$ cat src/rtl/dsi_seq_pkg.sv
`timescale 1ns/1ps
package dsi_seq_pkg;
  localparam logic [7:0] DI_VSS   = 8'h01;
  localparam logic [7:0] DI_EOT   = 8'h08;
  localparam logic [7:0] DI_NULL  = 8'h09;
  localparam logic [7:0] DI_VSE   = 8'h11;
  localparam logic [7:0] DI_BLANK = 8'h19;
  localparam logic [7:0] DI_HSS   = 8'h21;
  localparam logic [7:0] DI_HSE   = 8'h31;
  localparam logic [7:0] DI_RGB24 = 8'h3E;

  typedef enum logic [2:0] {
    STP_FP, STP_SYNC, STP_BLANK, STP_HSE, STP_BP, STP_PIX, STP_EOT
  } step_e;

  typedef enum logic [1:0] {E_LP, E_HDR, E_PAY, E_CRC} eng_st_e;

  typedef struct packed {
    logic [7:0]  di;
    logic [15:0] wc;
    logic        is_long;
    logic        is_pix;
    logic        last;
  } pkt_desc_t;

  localparam logic [23:0] ECC_MASK [6] = '{
    24'hF12CB7, 24'hF2555B, 24'h749A6D, 24'hB8E38E, 24'hDF03F0, 24'hEFFC00
  };

  function automatic logic [7:0] hdr_ecc(input logic [23:0] h);
    logic [7:0] e;
    e = '0;
    for (int p = 0; p < 6; p++) e[p] = ^(h & ECC_MASK[p]);
    return e;
  endfunction
endpackage

$ cat src/rtl/dsi_crc16.sv
`timescale 1ns/1ps
module dsi_crc16 (
  input  logic [15:0] crc_i,
  input  logic [7:0]  byte_i,
  output logic [15:0] crc_o
);
  always_comb begin
    logic [15:0] c;
    c = crc_i;
    for (int b = 0; b < 8; b++) begin
      if (c[0] ^ byte_i[b]) c = (c >> 1) ^ 16'h8408;
      else                  c = c >> 1;
    end
    crc_o = c;
  end
endmodule

$ cat src/rtl/dsi_line_sched.sv
`timescale 1ns/1ps
module dsi_line_sched
  import dsi_seq_pkg::*;
#(
  parameter int H_W = 16,
  parameter int V_W = 12
) (
  input  logic           clk_i,
  input  logic           rst_ni,
  input  logic [H_W-1:0] h_act_i,
  input  logic [H_W-1:0] h_fp_i,
  input  logic [H_W-1:0] h_sw_i,
  input  logic [H_W-1:0] h_bp_i,
  input  logic [V_W-1:0] v_fp_i,
  input  logic [V_W-1:0] v_bp_i,
  input  logic [V_W-1:0] v_act_i,
  input  logic           fill_blank_i,
  input  logic           eot_en_i,
  input  logic           vfp_fill_i,
  input  logic           take_i,
  output pkt_desc_t      desc_o
);
  localparam int L_W = V_W + 2;
  localparam int B_W = H_W + 2;

  logic [L_W-1:0] line_q, vert_lines, total_lines;
  step_e          step_q, eff_step, nxt_step;
  logic           vert, last_line, line_end;
  logic [7:0]     sync_di, fill_di;

  function automatic logic [15:0] porch_wc(input logic [H_W-1:0] px);
    logic [B_W-1:0] b;
    b = B_W'(px) * B_W'(3);
    return (b > B_W'(6)) ? 16'(b - B_W'(6)) : 16'd0;
  endfunction

  assign vert_lines  = L_W'(v_fp_i) + L_W'(v_bp_i) + L_W'(2);
  assign total_lines = vert_lines + L_W'(v_act_i);
  assign vert        = line_q < vert_lines;
  assign last_line   = line_q == total_lines - L_W'(1);
  assign fill_di     = fill_blank_i ? DI_BLANK : DI_NULL;
  assign sync_di     = (line_q == L_W'(v_fp_i))           ? DI_VSS :
                       (line_q == L_W'(v_fp_i) + L_W'(1)) ? DI_VSE : DI_HSS;

  always_comb begin
    eff_step = (step_q == STP_FP && vert && !vfp_fill_i) ? STP_SYNC : step_q;
    desc_o   = '0;
    nxt_step = STP_FP;
    line_end = 1'b0;
    unique case (eff_step)
      STP_FP: begin
        desc_o.di = fill_di; desc_o.wc = porch_wc(h_fp_i); desc_o.is_long = 1'b1;
        nxt_step  = STP_SYNC;
      end
      STP_SYNC: begin
        desc_o.di = sync_di;
        nxt_step  = STP_BLANK;
      end
      STP_BLANK: begin
        desc_o.di = DI_BLANK; desc_o.wc = porch_wc(h_sw_i); desc_o.is_long = 1'b1;
        nxt_step  = STP_HSE;
      end
      STP_HSE: begin
        desc_o.di   = DI_HSE;
        desc_o.last = vert && !eot_en_i;
        if (!vert)         nxt_step = STP_BP;
        else if (eot_en_i) nxt_step = STP_EOT;
        else               line_end = 1'b1;
      end
      STP_BP: begin
        desc_o.di = fill_di; desc_o.wc = porch_wc(h_bp_i); desc_o.is_long = 1'b1;
        nxt_step  = STP_PIX;
      end
      STP_PIX: begin
        desc_o.di      = DI_RGB24;
        desc_o.wc      = 16'(B_W'(h_act_i) * B_W'(3));
        desc_o.is_long = 1'b1;
        desc_o.is_pix  = 1'b1;
        desc_o.last    = last_line && !eot_en_i;
        if (last_line && eot_en_i) nxt_step = STP_EOT;
        else                       line_end = 1'b1;
      end
      default: begin
        desc_o.di   = DI_EOT;
        desc_o.wc   = 16'h0F0F;
        desc_o.last = 1'b1;
        line_end    = 1'b1;
      end
    endcase
    if (line_end) nxt_step = STP_FP;
  end

  always_ff @(posedge clk_i or negedge rst_ni) begin
    if (!rst_ni) begin
      step_q <= STP_FP;
      line_q <= '0;
    end else if (take_i) begin
      step_q <= nxt_step;
      if (line_end) line_q <= last_line ? '0 : line_q + L_W'(1);
    end
  end


  line_in_frame_chk: assert property (@(posedge clk_i) disable iff (!rst_ni)
    line_q < total_lines);

  vert_burst_close_chk: assert property (@(posedge clk_i) disable iff (!rst_ni)
    (take_i && vert && eff_step == STP_HSE && !eot_en_i) |-> desc_o.last);
endmodule

$ cat src/rtl/dsi_pkt_engine.sv
`timescale 1ns/1ps
module dsi_pkt_engine
  import dsi_seq_pkg::*;
#(
  parameter int LP_GAP = 1
) (
  input  logic        clk_i,
  input  logic        rst_ni,
  input  pkt_desc_t   desc_i,
  input  logic [23:0] pix_i,
  output logic        take_o,
  output logic        pix_rdy_o,
  output logic [7:0]  hs_data_o,
  output logic        hs_valid_o,
  output logic        hs_sot_o,
  output logic        hs_eot_o
);
  localparam int G_W = (LP_GAP > 1) ? $clog2(LP_GAP) : 1;

  eng_st_e     st_q;
  pkt_desc_t   cur_q;
  logic [15:0] idx_q, crc_q, crc_nxt, hold_q;
  logic [1:0]  ph_q;
  logic [G_W-1:0] gap_q;
  logic        sot_q, pkt_end, gap_done;
  logic [7:0]  pay_byte, hdr_byte;

  always_comb begin
    unique case (idx_q[1:0])
      2'd0:    hdr_byte = cur_q.di;
      2'd1:    hdr_byte = cur_q.wc[7:0];
      2'd2:    hdr_byte = cur_q.wc[15:8];
      default: hdr_byte = hdr_ecc({cur_q.wc, cur_q.di});
    endcase
    if (!cur_q.is_pix)    pay_byte = 8'h00;
    else if (ph_q == 2'd0) pay_byte = pix_i[7:0];
    else if (ph_q == 2'd1) pay_byte = hold_q[7:0];
    else                   pay_byte = hold_q[15:8];
  end

  dsi_crc16 i_crc (.crc_i(crc_q), .byte_i(pay_byte), .crc_o(crc_nxt));

  assign pkt_end  = (st_q == E_HDR && idx_q == 16'd3 && !cur_q.is_long) ||
                    (st_q == E_CRC && idx_q == 16'd1);
  assign gap_done = st_q == E_LP && gap_q == G_W'(LP_GAP - 1);
  assign take_o   = gap_done || (pkt_end && !cur_q.last);

  assign hs_valid_o = st_q != E_LP;
  assign hs_sot_o   = st_q == E_HDR && idx_q == 16'd0 && sot_q;
  assign hs_eot_o   = pkt_end && cur_q.last;
  assign pix_rdy_o  = st_q == E_PAY && cur_q.is_pix && ph_q == 2'd0;

  always_comb begin
    unique case (st_q)
      E_HDR:   hs_data_o = hdr_byte;
      E_PAY:   hs_data_o = pay_byte;
      E_CRC:   hs_data_o = idx_q[0] ? crc_q[15:8] : crc_q[7:0];
      default: hs_data_o = 8'h00;
    endcase
  end

  always_ff @(posedge clk_i or negedge rst_ni) begin
    if (!rst_ni) begin
      st_q   <= E_LP;
      cur_q  <= '0;
      idx_q  <= '0;
      crc_q  <= 16'hFFFF;
      hold_q <= '0;
      ph_q   <= '0;
      gap_q  <= '0;
      sot_q  <= 1'b0;
    end else if (take_o) begin
      cur_q <= desc_i;
      idx_q <= '0;
      st_q  <= E_HDR;
      crc_q <= 16'hFFFF;
      ph_q  <= '0;
      sot_q <= st_q == E_LP;
    end else begin
      unique case (st_q)
        E_LP: gap_q <= gap_q + G_W'(1);
        E_HDR: begin
          idx_q <= idx_q + 16'd1;
          if (idx_q == 16'd3) begin
            idx_q <= '0;
            if (!cur_q.is_long)       begin st_q <= E_LP; gap_q <= '0; end
            else if (cur_q.wc == '0)  st_q <= E_CRC;
            else                      st_q <= E_PAY;
          end
        end
        E_PAY: begin
          crc_q <= crc_nxt;
          ph_q  <= (ph_q == 2'd2) ? 2'd0 : ph_q + 2'd1;
          if (ph_q == 2'd0) hold_q <= pix_i[23:8];
          if (idx_q == cur_q.wc - 16'd1) begin
            idx_q <= '0;
            st_q  <= E_CRC;
          end else begin
            idx_q <= idx_q + 16'd1;
          end
        end
        default: begin
          idx_q <= idx_q + 16'd1;
          if (idx_q == 16'd1) begin st_q <= E_LP; gap_q <= '0; end
        end
      endcase
    end
  end


  eot_then_lp_chk: assert property (@(posedge clk_i) disable iff (!rst_ni)
    hs_eot_o |=> !hs_valid_o);

  sot_after_lp_chk: assert property (@(posedge clk_i) disable iff (!rst_ni)
    hs_sot_o |-> !$past(hs_valid_o));

  rise_is_sot_chk: assert property (@(posedge clk_i) disable iff (!rst_ni)
    $rose(hs_valid_o) |-> hs_sot_o);

  pix_in_burst_chk: assert property (@(posedge clk_i) disable iff (!rst_ni)
    pix_rdy_o |-> (hs_valid_o && !hs_sot_o && !hs_eot_o));
endmodule

$ cat src/rtl/dsi_video_seq.sv
`timescale 1ns/1ps
module dsi_video_seq
  import dsi_seq_pkg::*;
#(
  parameter int H_W    = 16,
  parameter int V_W    = 12,
  parameter int LP_GAP = 1
) (
  input  logic           clk_i,
  input  logic           rst_ni,
  input  logic [H_W-1:0] h_act_i,
  input  logic [H_W-1:0] h_fp_i,
  input  logic [H_W-1:0] h_sw_i,
  input  logic [H_W-1:0] h_bp_i,
  input  logic [V_W-1:0] v_fp_i,
  input  logic [V_W-1:0] v_bp_i,
  input  logic [V_W-1:0] v_act_i,
  input  logic           fill_blank_i,
  input  logic           eot_en_i,
  input  logic           vfp_fill_i,
  input  logic [23:0]    pix_i,
  output logic           pix_rdy_o,
  output logic [7:0]     hs_data_o,
  output logic           hs_valid_o,
  output logic           hs_sot_o,
  output logic           hs_eot_o
);
  pkt_desc_t desc;
  logic      take;

  dsi_line_sched #(.H_W(H_W), .V_W(V_W)) i_sched (
    .clk_i, .rst_ni, .h_act_i, .h_fp_i, .h_sw_i, .h_bp_i,
    .v_fp_i, .v_bp_i, .v_act_i, .fill_blank_i, .eot_en_i, .vfp_fill_i,
    .take_i(take), .desc_o(desc)
  );

  dsi_pkt_engine #(.LP_GAP(LP_GAP)) i_eng (
    .clk_i, .rst_ni, .desc_i(desc), .pix_i, .take_o(take),
    .pix_rdy_o, .hs_data_o, .hs_valid_o, .hs_sot_o, .hs_eot_o
  );
endmodule

$ cat config.mk
export PLATFORM = sky130hd
export DESIGN_NAME = dsi_video_seq
export DESIGN_NICKNAME = d
export VERILOG_FILES = /design/src/rtl/dsi_seq_pkg.sv /design/src/rtl/dsi_crc16.sv /design/src/rtl/dsi_line_sched.sv /design/src/rtl/dsi_pkt_engine.sv /design/src/rtl/dsi_video_seq.sv
export SDC_FILE = /design/constraint.sdc
export NUM_CORES = 1
export LEC_CHECK = 0
export BUFFER_PORTS_ARGS = -buffer_cell sky130_fd_sc_hd__buf_2
export CAP_MARGIN = 15
export CELL_PAD_IN_SITES_DETAIL_PLACEMENT = 0
export CELL_PAD_IN_SITES_GLOBAL_PLACEMENT = 2
export CORE_UTILIZATION = 39
export CTS_BUF_LIST = sky130_fd_sc_hd__clkbuf_8 sky130_fd_sc_hd__clkbuf_16
export CTS_CLUSTER_SIZE = 16
export DETAILED_ROUTE_END_ITERATION = 16
export PLACE_DENSITY_LB_ADDON = 0.1
export SYNTH_ARGS = -nofsm -noshare
export SYNTH_HDL_FRONTEND = slang
export SYNTH_SLANG_ARGS = --single-unit
export TNS_END_PERCENT = 20
$ cat constraint.sdc
create_clock -name clk_i -period 10.35 [get_ports clk_i]
set_input_delay 2.5875 -clock clk_i [delete_from_list [all_inputs] [get_ports clk_i]]
set_output_delay 2.5875 -clock clk_i [all_outputs]
set_load 0.05 [all_outputs]
; ---- After elaboration in Yosys (flattened, before gate mapping)
; Cells that the tools add are included.
[totals]
reg_bits = 98
output_inout_bits = 12
elab_cells = 179
[op_classes]
add_sub_neg = 13
n_mul = 4
order_cmp = 4
eq_ne = 23
n_mux = 56
n_bitwise = 19
reduce_logical = 46
[op_table]
columns = operator, count
row1 = 16-bit 2-to-1 mux, 16
row2 = 24-bit parity, 6
row3 = 16-bit one-hot mux with 5 select lines, 1
row4 = "18-bit by 3-bit greater-than comparator with 1-bit output, second input constant", 3
row5 = "16-bit by 2-bit multiplier with 18-bit output, second input constant", 3
row6 = 16-bit one-hot mux with 3 select lines, 1
row7 = 8-bit one-hot mux with 3 select lines, 2
row8 = "16-bit by 3-bit subtractor with 16-bit output, second input constant", 3
row9 = 8-bit 2-to-1 mux, 5
row10 = 8-bit one-hot mux with 5 select lines, 1
row11 = 16-bit logical NOT, 2
row12 = 14-bit equality test, 2
row13 = 2-bit inverter with 3-bit output, 8
row14 = 3-bit one-hot mux with 6 select lines, 1
row15 = "16-bit by 1-bit adder with 16-bit output, second input constant", 1
row16 = "16-bit by 1-bit equality test with 1-bit output, second input constant", 1
row17 = 16-bit equality test, 1
row18 = "16-bit by 2-bit equality test with 1-bit output, second input constant", 1
row19 = "16-bit by 2-bit multiplier with 16-bit output, second input constant", 1
row20 = 2-bit 2-to-1 mux, 8
row21 = "16-bit by 1-bit subtractor with 16-bit output, second input constant", 1
row22 = 1-bit logical AND, 15
row23 = 3-bit 2-to-1 mux, 5
row24 = "14-bit by 1-bit adder with 14-bit output, second input constant", 1
row25 = 38 further kinds, 76

; ---- Logic depth before layout (Yosys ltp)
[depth]
depth_word = 22
mapped_depth = 25
ltp_nobuf = 24

; ---- Hierarchy
; From an unflattened synthesis, not the netlist that was laid out.
[unflattened]
cells_unflattened = 1747
hier_area_um2 = 14146.1
[modules_own_cells]
columns = module, n_inst, cells_per_inst, area_each_um2, seq_area_each_um2
row1 = dsi_line_sched, 1, 1141, 8360.5, 425.4
row2 = dsi_pkt_engine, 1, 581, 5412.7, 2047.0
row3 = dsi_crc16, 1, 25, 372.9, 0.0

; ---- Worst setup path before layout
; OpenSTA, ideal clock, no wires.
[synth_timing]
path_kind = input to register
start = input v_fp_i[0]
end = register i_sched.line_q[6]
setup_ns = 0.136
arrival_ns = 7.319
setup_slack_ns = 2.894
path_stages = 23
n_path_buf = 1
cell_sequence = ha_1 > inv_1 > fa_1 > nand2b_1 > a21oi_1 > o21a_1 > o2111ai_4 > nor3_2 > xnor2_1 > or2_2 > nand2_1 > ha_1 > xor2_1 > or3b_2 > a21oi_1 > nor4_1 > nand4_1 > nor2_1 > mux2_2 > a311o_1 > clkbuf_1 > o31ai_1 > o31ai_1
[synth_via]
elab_chain_cells = 10
elab_cells_between_ends = 22
[synth_rtl]
columns = element, line_no
row1 = from (decl), dsi_video_seq.sv:15  ; input logic [V_W-1:0] v_fp_i,
row2 = 12-bit by 12-bit adder with 13-bit output *, dsi_line_sched.sv:37  ; assign vert_lines = L_W'(v_fp_i) + L_W'(v_bp_i) + L_W'(2);
row3 = 14-bit by 2-bit adder with 14-bit output *, dsi_line_sched.sv:37
row4 = "parallel branches: the longest is 8 deep, another holds 14-bit by 12-bit adder with 14-bit output", n/a
row5 = to (signal assigned), dsi_line_sched.sv:99  ; if (line_end) line_q <= last_line ? '0 : line_q + L_W'(1);
row6 = to (decl), dsi_line_sched.sv:26  ; logic [L_W-1:0] line_q, vert_lines, total_lines;
; Every way passes the cells marked *.
; A chain may end at the register's enable or synchronous reset.

; ---- Worst setup path after layout
[layout_timing]
start = input v_fp_i[0]
end = register i_sched.line_q[12]
; Same word-level chain as after synthesis.

==> impl_metrics.json <==
{
  "cp-end-kind": "flop",
  "vias": 12000,
  "fmax_mhz": 123,
  "ctsHoldBuffers": 0,
  "rrSetupSlack_ns": 6.10,
  "track_usage_pct": 23.0,
  "grt_pass1_wl_microns": 61700,
  "fp.dieW_microns": 184,
  "cp_slowest_cell": "a311o_1",
  "synth-edff-count": 0,
  "grt_max_degree": 55,
  "synthArstFlopShare_pct": 100,
  "regToRegStartpoint": "i_eng.cur_q[3]$_DFFE_PN0P_",
  "clk_pin_slew_ns": 0.07,
  "overflow": 0,
  "ios": 141,
  "grt_antenna_before_repair": 2,
  "cts_max_level": 3,
  "rows": 66,
  "rsz0062_at_grt": "false",
  "crit_fanout": 16,
  "drt_pre_antenna_iters": 7,
  "synth_area_sq_um": 12900,
  "cts_setup_buffers": 0,
  "synth_nets": 1900,
  "hold_viol": 0,
  "synth_cell_types": 90,
  "netlist_instances": 1629,
  "final_nets": 1986,
  "cts_buffer_depth": 2,
  "slew_violations": 0,
  "ys_seq_area_share_pct": 18.4,
  "root_buffer": "clkbuf_16",
  "place.gp.congestion": 0.869,
  "endpoint": "i_sched.line_q[12]$_DFFE_PN0P_",
  "ant_nets": 0,
  "p_per_area_nw_per_um2": 227,
  "p_leak_nw": 6.14,
  "hold_class": "reg -> reg",
  "period_share_pct": 78.9,
  "arrival_ns": 8.41,
  "drv_cap": 0,
  "fin_tns_setup_ns": 0,
  "timing.final.crit_period_ns": 8.16,
  "drcViolationCount": 0,
  "finalSetupViolCount": 0,
  "cpPeakStageDelay_ns": 0.65,
  "wl_per_cell_microns": 17.9,
  "ys_warn_count": 0,
  "critPathKind": "in -> reg",
  "start_util_pct": 39.7,
  "port-buffer-count": 140,
  "clk-insertion-delay-late_ns": 0.37,
  "fin_skew_ns": 0.00914,
  "status": "complete, no violations",
  "rr_endpoint": "i_eng.idx_q[6]$_DFFE_PN0N_",
  "area_delta_synth_final_pct": 10.3,
  "cp.required_ns": 10.60,
  "hpwl_microns": 31100,
  "tightest_slew_ns": 1.20,
  "viasPerCell": 5.55,
  "crit_start": "v_fp_i[0]",
  "synth_ff_type": "dfrtp_1",
  "drive_above_1_share_pct": 14.0,
  "die-area_sq_um": 33800,
  "cts_resized": 0,
  "slew_headroom_pct": 19.4,
  "avgSynthCellArea_sq_um": 7.92,
  "routed_wl_microns": 38700,
  "cts_sinks": 94,
  "path_cells": "buf_2 -> ha_1 -> inv_1 -> fa_1 -> nand2b_1 -> a21oi_1 -> o31a_1 -> o221ai_1 -> nor3_2 -> xnor2_1 -> or2_2 -> nand2_1 -> ha_1 -> xor2_1 -> nor2_1 -> a2111oi_0 -> nand3_1 -> nor4_1 -> nand4_1 -> nor2_1 -> mux2_2 -> a311o_1 -> o31ai_1 -> o41ai_1",
  "ir_drop_uv": 119,
  "die_y_microns": 184,
  "start_kind": "input pin",
  "rr_worst_depth": 11,
  "grt_pass1_vias": 11600,
  "core_sq_um": 32500,
  "initialDrtViolationCount": 923,
  "cts_tree": "done",
  "finalHoldWorstSlack_ns": 0.502,
  "cts_made_buffers": 9,
  "ys_seq_elements": 94
}
-- registers in the layout (all words and copies together), names as in the netlist, 2 cells and up --
register and cells:
i_eng.crc_q 16, i_sched.line_q 14, i_eng.idx_q 16, i_eng.st_q 2, i_sched.step_q 3, i_eng.cur_q 23
i_eng.hold_q 16, i_eng.ph_q 2
-- report_power, final --
| part | total (mW) | leakage (nW) | switching, mW | internal, mW |
|---|---|---|---|---|
| Clock | 0.343 | 0.144 | 0.171 | 0.171 |
| Combinational | 2.17 | 4.87 | 1.26 | 0.914 |
| Sequential | 0.719 | 1.14 | 0.225 | 0.493 |
-- final cells by class --
| cell class | count | area, sq um |
|---|---|---|
| clock buffers | 9 | 225 |
| clock inverters | 7 | 72.6 |
| flip-flops and latches | 94 | 2370 |
| repair buffers | 145 | 747 |
| well taps | 442 | 553 |
| fillers | 3428 | 18300 |
| inverters | 106 | 398 |
| diodes | 1 | 2.50 |
| multi-input cells | 1359 | 9860 |
-- synthesized netlist by cell type (18+ instances only) --
| cell | n | area, sq um |
|---|---|---|
| dfrtp_1 | 78 | 1950 |
| xor2_1 | 90 | 788 |
| inv_1 | 106 | 398 |
| o31ai_1 | 18 | 135 |
| a21oi_1 | 80 | 400 |
| o21ai_0 | 107 | 536 |
| clkbuf_1 | 60 | 225 |
| o211ai_1 | 20 | 150 |
| ha_1 | 136 | 1700 |
| nand2b_1 | 22 | 138 |
| nor3_1 | 28 | 140 |
| nand2_1 | 158 | 593 |
| nand4_1 | 18 | 113 |
| nand3_1 | 36 | 180 |
| xnor2_1 | 144 | 1260 |
| nor2_1 | 110 | 413 |
| and3_1 | 24 | 150 |
| mux2_2 | 28 | 315 |
| a21o_1 | 38 | 285 |
-- through the flow --
step	total power [mW]	instance area, sq um	util (%)	cells	worst slack, ns
2_1_floorplan	2.34	12900	-	1629	2.89
3_3_place_gp	2.88	13900	42.8	2145	2.14
3_5_place_dp	2.89	13900	42.8	2145	1.86
4_1_cts	3.24	14200	43.7	2161	2.23
5_1_grt	3.50	14200	43.7	2163	1.60
6_report	3.23	14200	43.7	2163	2.19
-- placed cells by master (no fill, tap or decap), types with 16 or more instances in the layout --
master / instances
nand4_1: 18
nand3_1: 36
buf_2: 139
o211ai_1: 20
dfstp_2: 16
nor2_1: 110
xor2_1: 90
nor3_1: 28
a21o_1: 38
mux2_2: 28
and3_1: 24
ha_1: 136
dfrtp_1: 78
inv_1: 106
nand2_1: 158
o31ai_1: 17
a21oi_1: 80
a31oi_1: 17
o21ai_0: 107
nand2b_1: 22
xnor2_1: 144
-- worst max-delay path, delay by kind of cell --
kind | cells | cell delay [ns]
compound gates | 7 | 2.20
simple gates | 9 | 1.72
fa+ha+maj | 3 | 0.87
xor+xnor | 2 | 0.46
mux | 1 | 0.36
buf+inv | 2 | 0.20
-- logic make-up after synthesis --
family	synth area share, %
AOI/OAI and AO/OA	23.9
adders and majority gates	14.2
DFF	18.4
xor gates and xnor gates	15.9
buffers and inverters	5.23
and+or+nand+nor	18.9
muxes	3.45
-- layer usage --
metal / vias up / wire length [microns] / track usage, %
met5: - / 0 / 0
met3: 26 / 1480 / 2.85
met4: 0 / 463 / 4.00
li1: 6056 / - / -
met2: 261 / 18200 / 39.6
met1: 5662 / 18500 / 30.8
-- worst min-delay path by stage --
stage,start,endpoint,slack [ns],cells after the start
after global routing,i_eng.hold_q[5]$_DFFE_PN0P_,i_eng.hold_q[5]$_DFFE_PN0P_,0.52,1
final,i_eng.gap_q$_DFFE_PN0P_,i_eng.gap_q$_DFFE_PN0P_,0.50,2
after floorplan,i_eng.sot_q$_DFFE_PN0P_,i_eng.sot_q$_DFFE_PN0P_,0.45,2
after detailed placement,i_eng.sot_q$_DFFE_PN0P_,i_eng.sot_q$_DFFE_PN0P_,0.47,2
after CTS,i_eng.sot_q$_DFFE_PN0P_,i_eng.sot_q$_DFFE_PN0P_,0.49,2
after global placement,i_eng.sot_q$_DFFE_PN0P_,i_eng.sot_q$_DFFE_PN0P_,0.46,2
Note: power is estimated with default switching activity, not from simulation.
